==> config.mk <==
export PLATFORM = sky130hd
export DESIGN_NAME = grid_scan_gen
export DESIGN_NICKNAME = d
export VERILOG_FILES = /design/src/rtl/grid_scan_pkg.sv /design/src/rtl/grid_scan_prescale.sv /design/src/rtl/grid_scan_slots.sv /design/src/rtl/grid_scan_cfg.sv /design/src/rtl/grid_scan_decode.sv /design/src/rtl/grid_scan_gen.sv
export SDC_FILE = /design/constraint.sdc
export NUM_CORES = 1
export LEC_CHECK = 0
export ABC_CLOCK_PERIOD_IN_PS = 2300
export BUFFER_PORTS_ARGS = -buffer_cell sky130_fd_sc_hd__buf_2
export CORE_MARGIN = 2
export CORE_UTILIZATION = 52
export CTS_CLUSTER_SIZE = 12
export DETAILED_ROUTE_END_ITERATION = 16
export PLACE_DENSITY = 0.85
export SLEW_MARGIN = 20
export SYNTH_ARGS = -nofsm -noshare
export SYNTH_HDL_FRONTEND = slang
export SYNTH_SLANG_ARGS = --single-unit
==> constraint.sdc <==
create_clock -name clk -period 2.3 [get_ports clk]
set_clock_uncertainty 0.2 [all_clocks]
set_input_delay 0.345 -clock clk [delete_from_list [all_inputs] [get_ports clk]]
set_output_delay 0.345 -clock clk [all_outputs]
set_load 0.05 [all_outputs]
==> src/rtl/grid_scan_pkg.sv <==
package grid_scan_pkg;

  // Units per brightness step: a slot split into equal steps.
  function automatic int unsigned step_units(input int unsigned units_per_slot,
                                             input int unsigned steps);
    return units_per_slot / steps;
  endfunction

  // Lit units for a brightness code, counted from the slot start.
  function automatic int unsigned lit_units(input int unsigned code,
                                            input int unsigned per_step);
    return code * per_step;
  endfunction

  // Whether a digit lies inside the programmed count (0 = all digits).
  function automatic logic digit_in_range(input int unsigned digit,
                                          input int unsigned count_code);
    return (count_code == 0) || (digit < count_code);
  endfunction

endpackage

==> src/rtl/grid_scan_prescale.sv <==
module grid_scan_prescale #(
  parameter int DIV = 8,
  localparam int W = (DIV > 1) ? $clog2(DIV) : 1
) (
  input  logic clk,
  input  logic rst_n,
  output logic tick
);
  localparam logic [W-1:0] LAST = W'(DIV - 1);

  logic [W-1:0] cnt;

  always_ff @(posedge clk or negedge rst_n) begin
    if (!rst_n)            cnt <= '0;
    else if (cnt == LAST)  cnt <= '0;
    else                   cnt <= cnt + 1'b1;
  end

  assign tick = (cnt == LAST);
endmodule

==> src/rtl/grid_scan_slots.sv <==
module grid_scan_slots #(
  parameter int UNITS  = 64,
  parameter int DIGITS = 16,
  localparam int UW = $clog2(UNITS),
  localparam int DW = $clog2(DIGITS)
) (
  input  logic          clk,
  input  logic          rst_n,
  input  logic          unit_tick,
  output logic [UW-1:0] unit_pos,
  output logic [DW-1:0] digit,
  output logic          frame_end
);
  localparam logic [UW-1:0] LAST_UNIT  = UW'(UNITS - 1);
  localparam logic [DW-1:0] LAST_DIGIT = DW'(DIGITS - 1);

  logic slot_end;

  assign slot_end  = unit_tick && (unit_pos == LAST_UNIT);
  assign frame_end = slot_end && (digit == LAST_DIGIT);

  always_ff @(posedge clk or negedge rst_n) begin
    if (!rst_n) begin
      unit_pos <= '0;
      digit    <= '0;
    end else if (unit_tick) begin
      if (unit_pos == LAST_UNIT) begin
        unit_pos <= '0;
        digit    <= (digit == LAST_DIGIT) ? '0 : digit + 1'b1;
      end else begin
        unit_pos <= unit_pos + 1'b1;
      end
    end
  end
endmodule

==> src/rtl/grid_scan_cfg.sv <==
module grid_scan_cfg #(
  parameter int DUTY_W = 4,
  parameter int DIG_W  = 4
) (
  input  logic              clk,
  input  logic              rst_n,
  input  logic              frame_end,
  input  logic [DUTY_W-1:0] duty_in,
  input  logic [DIG_W-1:0]  count_in,
  output logic [DUTY_W-1:0] duty_now,
  output logic [DIG_W-1:0]  count_now
);
  always_ff @(posedge clk or negedge rst_n) begin
    if (!rst_n) begin
      duty_now  <= '0;
      count_now <= '0;
    end else if (frame_end) begin
      duty_now  <= duty_in;
      count_now <= count_in;
    end
  end
endmodule

==> src/rtl/grid_scan_decode.sv <==
module grid_scan_decode
  import grid_scan_pkg::*;
#(
  parameter int DIGITS   = 16,
  parameter int UW       = 6,
  parameter int DUTY_W   = 4,
  parameter int PER_STEP = 4,
  localparam int DW = $clog2(DIGITS)
) (
  input  logic [UW-1:0]     unit_pos,
  input  logic [DW-1:0]     digit,
  input  logic [DUTY_W-1:0] duty_now,
  input  logic [DW-1:0]     count_now,
  output logic [DIGITS-1:0] grid,
  output logic              lit
);
  always_comb begin
    lit = digit_in_range(32'(digit), 32'(count_now)) &&
          (32'(unit_pos) < lit_units(32'(duty_now), PER_STEP));
  end

  for (genvar g = 0; g < DIGITS; g++) begin : g_line
    assign grid[g] = lit && (digit == DW'(g));
  end
endmodule

==> src/rtl/grid_scan_gen.sv <==
module grid_scan_gen
  import grid_scan_pkg::*;
#(
  parameter int CLKS_PER_UNIT  = 8,
  parameter int UNITS_PER_SLOT = 64,
  parameter int NUM_DIGITS     = 16,
  parameter int DUTY_STEPS     = 16,
  localparam int DIG_W  = $clog2(NUM_DIGITS),
  localparam int DUTY_W = $clog2(DUTY_STEPS)
) (
  input  logic                  clk,
  input  logic                  rst_n,
  input  logic [DUTY_W-1:0]     duty_code,
  input  logic [DIG_W-1:0]      digit_count,
  output logic [NUM_DIGITS-1:0] grid,
  output logic [DIG_W-1:0]      digit_idx,
  output logic                  disp_valid
);
  localparam int UNIT_W   = $clog2(UNITS_PER_SLOT);
  localparam int PER_STEP = step_units(UNITS_PER_SLOT, DUTY_STEPS);

  // Named internal events, also watched by the bound checker.
  logic              unit_tick;
  logic              frame_end;
  logic [UNIT_W-1:0] unit_pos;
  logic [DUTY_W-1:0] duty_now;
  logic [DIG_W-1:0]  count_now;

  grid_scan_prescale #(.DIV(CLKS_PER_UNIT)) u_pre (
    .clk  (clk),
    .rst_n(rst_n),
    .tick (unit_tick)
  );

  grid_scan_slots #(.UNITS(UNITS_PER_SLOT), .DIGITS(NUM_DIGITS)) u_slots (
    .clk      (clk),
    .rst_n    (rst_n),
    .unit_tick(unit_tick),
    .unit_pos (unit_pos),
    .digit    (digit_idx),
    .frame_end(frame_end)
  );

  grid_scan_cfg #(.DUTY_W(DUTY_W), .DIG_W(DIG_W)) u_cfg (
    .clk      (clk),
    .rst_n    (rst_n),
    .frame_end(frame_end),
    .duty_in  (duty_code),
    .count_in (digit_count),
    .duty_now (duty_now),
    .count_now(count_now)
  );

  grid_scan_decode #(
    .DIGITS  (NUM_DIGITS),
    .UW      (UNIT_W),
    .DUTY_W  (DUTY_W),
    .PER_STEP(PER_STEP)
  ) u_dec (
    .unit_pos (unit_pos),
    .digit    (digit_idx),
    .duty_now (duty_now),
    .count_now(count_now),
    .grid     (grid),
    .lit      (disp_valid)
  );
endmodule

## Word level (Yosys, flattened, before mapping)

Cells that the tools add are included.

- Register bits: 21
- Input port bits: 10
- Output and inout bits: 21
- Word-level logic and storage cells: 53

- $add $sub $neg: 3
- $lt $le $gt $ge: 2
- Equal/unequal tests: 17
- Multiplexer cells: 3
- Reductions and logical operators: 23

Operators by type and width:

| cell | count |
|---|---|
| 4-bit equality test, second input constant | 8 |
| 1-bit logical AND | 19 |
| 4-bit by 3-bit equality test with 1-bit output, second input constant | 4 |
| 4-bit by 2-bit equality test with 1-bit output, second input constant | 2 |
| 4-bit logical NOT | 2 |
| 6-bit by 1-bit adder with 6-bit output, second input constant | 1 |
| 6-bit equality test, second input constant | 1 |
| 6-bit less-than comparator | 1 |
| 6-bit 2-to-1 mux | 1 |
| 4-bit by 1-bit adder with 4-bit output, second input constant | 1 |
| 4-bit by 1-bit equality test with 1-bit output, second input constant | 1 |
| 4-bit less-than comparator | 1 |
| 4-bit 2-to-1 mux | 1 |
| 3-bit by 1-bit adder with 3-bit output, second input constant | 1 |
| 3-bit equality test, second input constant | 1 |
| 3-bit 2-to-1 mux | 1 |
| 2-bit AND reduction | 1 |
| 1-bit logical OR | 1 |

## Longest topological paths before layout

- Depth in word-level cells: 4
- Depth in mapped cells: 8
- Depth with buffers taken out: 6

## By module

A second synthesis with hierarchy kept.

- Cell total of the unflattened synthesis: 117
- Area total of the unflattened synthesis: 1,288.7 um2

By module, submodules not included:

| module | instances | cells an instance | area an instance (um2) | sequential area each (um2) |
|---|---|---|---|---|
| grid_scan_slots | 1 | 45 | 493.0 | 250.2 |
| grid_scan_decode | 1 | 49 | 360.3 | 0.0 |
| grid_scan_cfg | 1 | 17 | 331.6 | 200.2 |
| grid_scan_prescale | 1 | 6 | 103.8 | 75.1 |

## Worst setup path after synthesis

No wires, ideal clock.

- Path kind: register -> output
- From: register u_slots.digit[2]
- To: output port grid[1]
- Data arrival time: 2,312 ps
- Slack: -557 ps
- Cell stages (with the launch flop): 7
- Buffers on the path: 1
- Path through: dfrtp_1 -> ha_1 -> a211o_1 -> a31oi_1 -> o32a_2 -> buf_6 -> and3_1

- Word-level cells in the longest chain between the ends: 4
- Elaborated cells on any way between the ends: 5
- Classes of those cells: order compare: 1; eq/ne: 1; reduce/logical: 3

RTL lines:

| what | RTL line | source |
|---|---|---|
| start: declaration | grid_scan_slots.sv:11 | `output logic [DW-1:0] digit,` |
| start signal: assignment | grid_scan_slots.sv:29 | `digit <= (digit == LAST_DIGIT) ? '0 : digit + 1'b1;` |
| 4-bit less-than comparator | grid_scan_pkg.sv:18 | `return (count_code == 0) \|\| (digit < count_code);` |
| 1-bit logical OR | grid_scan_pkg.sv:18 |  |
| 1-bit logical AND | grid_scan_decode.sv:18 | `lit = digit_in_range(32'(digit), 32'(count_now)) &&` |
| named net disp_valid | grid_scan_gen.sv:17 | `output logic disp_valid` |
| 1-bit logical AND | grid_scan_decode.sv:23 | `assign grid[g] = lit && (digit == DW'(g));` |
| end: declaration | grid_scan_gen.sv:15 | `output logic [NUM_DIGITS-1:0] grid,` |

The timed path passes the listed nets, and every way through them passes these cells.

## Worst setup path in the final report

- From: register u_cfg.count_now[2]
- To: output port grid[4]

- Word-level cells in the longest chain between the ends: 4
- Elaborated cells on any way between the ends: 5
- Classes of those cells: order compare: 1; reduce/logical: 4

RTL lines:

| what | RTL line | source |
|---|---|---|
| start: declaration | grid_scan_cfg.sv:11 | `output logic [DIG_W-1:0] count_now` |
| start signal: assignment | grid_scan_cfg.sv:19 | `count_now <= count_in;` |
| 4-bit less-than comparator / 4-bit logical NOT (equally long branches) | grid_scan_pkg.sv:18 |  |
| 1-bit logical OR * | grid_scan_pkg.sv:18 |  |
| 1-bit logical AND * | grid_scan_decode.sv:18 |  |
| 1-bit logical AND * | grid_scan_decode.sv:23 |  |

Mark *: on every way between the ends. The rest lies on a longest branch, timed or not.

==> impl_metrics.toml <==
[die]
io_pins = 31
coreArea_um2 = 2230
chipWidth_um = 52.9
die_h_um = 52.9
initial_core_util_pct = 55.6
rows = 17
design.die.area_um2 = 2800

[timing]
worst_slack_ps = -434
fmaxAchievable_ghz = 0.366
maxSlewHeadroom_pct = 65.9
hold_ws_ps = 43.4
tightest_slew_ps = 507
post-route-period-util_pct = 119
min_period_ps = 2730
hold_viol = 0
slew_violations = 0
rsz0062_at_grt = "yes"
finalSetupViolations = 17

[pwr]
p_seq_share_pct = 64.9
sw_frac_of_total_pct = 22.0
p_sw_uw = 125
ir_drop_mv = 0.444
leakagePower_uw = 0.000919
combPwrFrac_pct = 2.8
p_per_area_nw_per_um2 = 295
internal-power_uw = 444
total_power_uw = 568
clockPowerShare_pct = 32.3

[run_status]
status = "finished with violations"
violations = "setup timing"

[hold_path]
hold_path.class = "input port to flip-flop"

[route]
drtIter0Drc = 58
wl_per_cell_um = 20.9
ant_nets = 0
dr.pass1.iters = 4
drt-total-wl_mm = 3.99
vias = 1178
vias_per_cell = 6.17
drcViolationCount = 0

[placement]
hpwl_mm = 1.95
place_congestion = 0.783
dp_cells = 179
io_buffers = 30

[worst_setup_path]
arrival_ps = 2190
critPathRequiredTime_ps = 1750
end_kind = "output pin"
slowest_stage = "dfrtp_1"
endpoint = "grid[4]"
max_stage_delay_ps = 420
path_cells = "inv_2, ha_4, a211o_1, a31oi_4, o32a_4, and3_4, buf_8"
reg2reg_from = "u_slots.digit[0]"
r2r_cells = 4
crit_start = "u_cfg.count_now[2]"
r2r_end = "u_cfg.count_now[1]"
setup.worst_path.class = "flip-flop to output pin"
cp_max_fo = 5
r2r_slack_ps = 230
crit_path_start_kind = "flip-flop"

[synthesis]
synth_area_um2 = 1240
synth-edff-count = 0
synth_common_cells = "21 x dfrtp_1, 13 x ha_1, 10 x and3_1, 10 x mux2_2, 9 x inv_1"
synth_seq_area_share_pct = 42.3
ys_types = 31
avgSynthCellArea_um2 = 11.1
synthFlopType = "dfrtp_1"
yosys_warnings = 0
ys_seq_elements = 21
synth.area.top_cells = "dfrtp_1 42%, ha_1 13%, mux2_2 9.1%"
synth.most_common_cell = "dfrtp_1"
synth_largest_area_cell = "dfrtp_1"
synth_cells = 112
netlist.area_leader.share_pct = 42.3
async_reset_ff_share_pct = 100
syn-num-nets = 135

[finish]
insertedDiodeCount = 0
nFillCells = 96
area_delta_synth_final_pct = 55.1
multi_input_comb_area_um2 = 836
register_area_um2 = 529
drive_above_1_share_pct = 56.4
instances_no_fill = 191
final_core_util_pct = 86.3
nets = 187

[grt]
top_usage_layer = "met2"
overflow = 0
grt_pass1_wl_mm = 6.27
gr-usage-met3_pct = 7.91
use_met2_pct = 60.8
grtUsageTotal_pct = 32.5
grt_max_degree = 22
grt_pass1_vias = 1235
met1_usage_pct = 32.4
antenna_found_initial = 0

[cts]
cts_tree = "yes"
clkLatencyLatePin_ps = 320
clk_path_buf_depth = 2
numCtsBuffers = 3
cts_root_buffer = "clkbuf_4"
cts.reportedPaths.clkPinSlew_ps = 120
htree_levels = 1
cts_sinks = 21

[flow_run]
cap_violations = 0
-- cell type report --
class	instances	share of cell area (%)
multi-input combinational	81	43.4
sequential	21	27.5
timing repair buffer	48	24.2
tap	28	1.82
inverter	9	1.75
clock buffer	4	1.36
-- flip-flops by register name, indices dropped and copies added (netlist names) --
signal            count
u_pre.cnt             3
u_slots.digit         4
u_cfg.duty_now        4
u_slots.unit_pos      6
u_cfg.count_now       4
-- kinds of logic after synthesis --
| kind of cell | after synthesis | share of synthesized area, % |
|---|---|---|
| adders and majority gates | 13 | 13.1 |
| DFF | 21 | 42.3 |
| muxes | 10 | 9.06 |
| xor gates and xnor gates | 5 | 3.52 |
| and+or+nand+nor | 39 | 18.9 |
| AOI/OAI and AO/OA | 12 | 8.46 |
| buffers and inverters | 12 | 4.63 |
-- worst min-delay path by stage --
| stage | slack (ps) | cells after the start | to | start |
|---|---|---|---|---|
| after floorplan | -150 | 0 | u_cfg.count_now[0] | rst_n |
| after global placement | 120 | 1 | u_cfg.duty_now[2] | rst_n |
| after detailed placement | 120 | 1 | u_cfg.duty_now[3] | rst_n |
| after CTS | 50 | 2 | u_cfg.count_now[3] | digit_count[3] |
| after global routing | 40 | 2 | u_cfg.duty_now[2] | duty_code[2] |
| final | 40 | 2 | u_cfg.duty_now[3] | duty_code[3] |
-- per-stage QoR --
step / setup TNS (ps) / setup slack [ps] / instance area [um^2]
floorplan: -1190 / -116 / 1310
CTS: -4750 / -297 / 1910
global route: -7780 / -491 / 1930
finish: -6960 / -434 / 1930
detailed placement: -1810 / -122 / 1560
global placement: -954 / -64.7 / 1560
-- power by group through the flow --
stage / registers (uW) / logic, uW / clock network (uW)
final: 369 / 15.9 / 184
after detailed placement: 376 / 14.7 / 0
after global routing: 369 / 18.1 / 195
after floorplan: 376 / 0.115 / 0
after CTS: 369 / 16.0 / 185
after global placement: 376 / 13.9 / 0
-- timing repair --
item	CTS	global route
pin swaps	5	2
setup buffers	4	1
hold endpoints to repair	21	0
cloned	2	0
resized for setup	67	3
endpoints found under the setup margin	17	17
hold buffers	1	0
-- layout by cell type (no fill, tap or decap), types with 2 or more instances in the layout --
cell type and instances:
mux2_2 10, ha_1 11, nand4_1 2, xnor2_1 4, nor2_1 6, buf_2 13, a21oi_1 2, and3_4 16
nand3_1 2, dfrtp_1 18, inv_1 7, nand2_1 4, clkbuf_4 3, buf_8 16, o32a_4 3, ha_4 2
buf_4 16, inv_2 2, dfrtp_2 3, o21ai_0 2
-- layer usage --
layer,wire length [um],vias to the layer above
met5,0,-
met4,227,0
met3,266,26
met2,2110,91
met1,1380,550
li1,-,511
-- critical path, delay by kind of cell, from the launching register on --
family	cells	cell delay (ps)
AND/OR/NAND/NOR	1	210
adder cells (fa/ha/maj)	1	210
buffers and inverters	2	230
flip-flops	1	420
AO/OA/AOI/OAI	3	800
(Power assumes the default switching activity.)
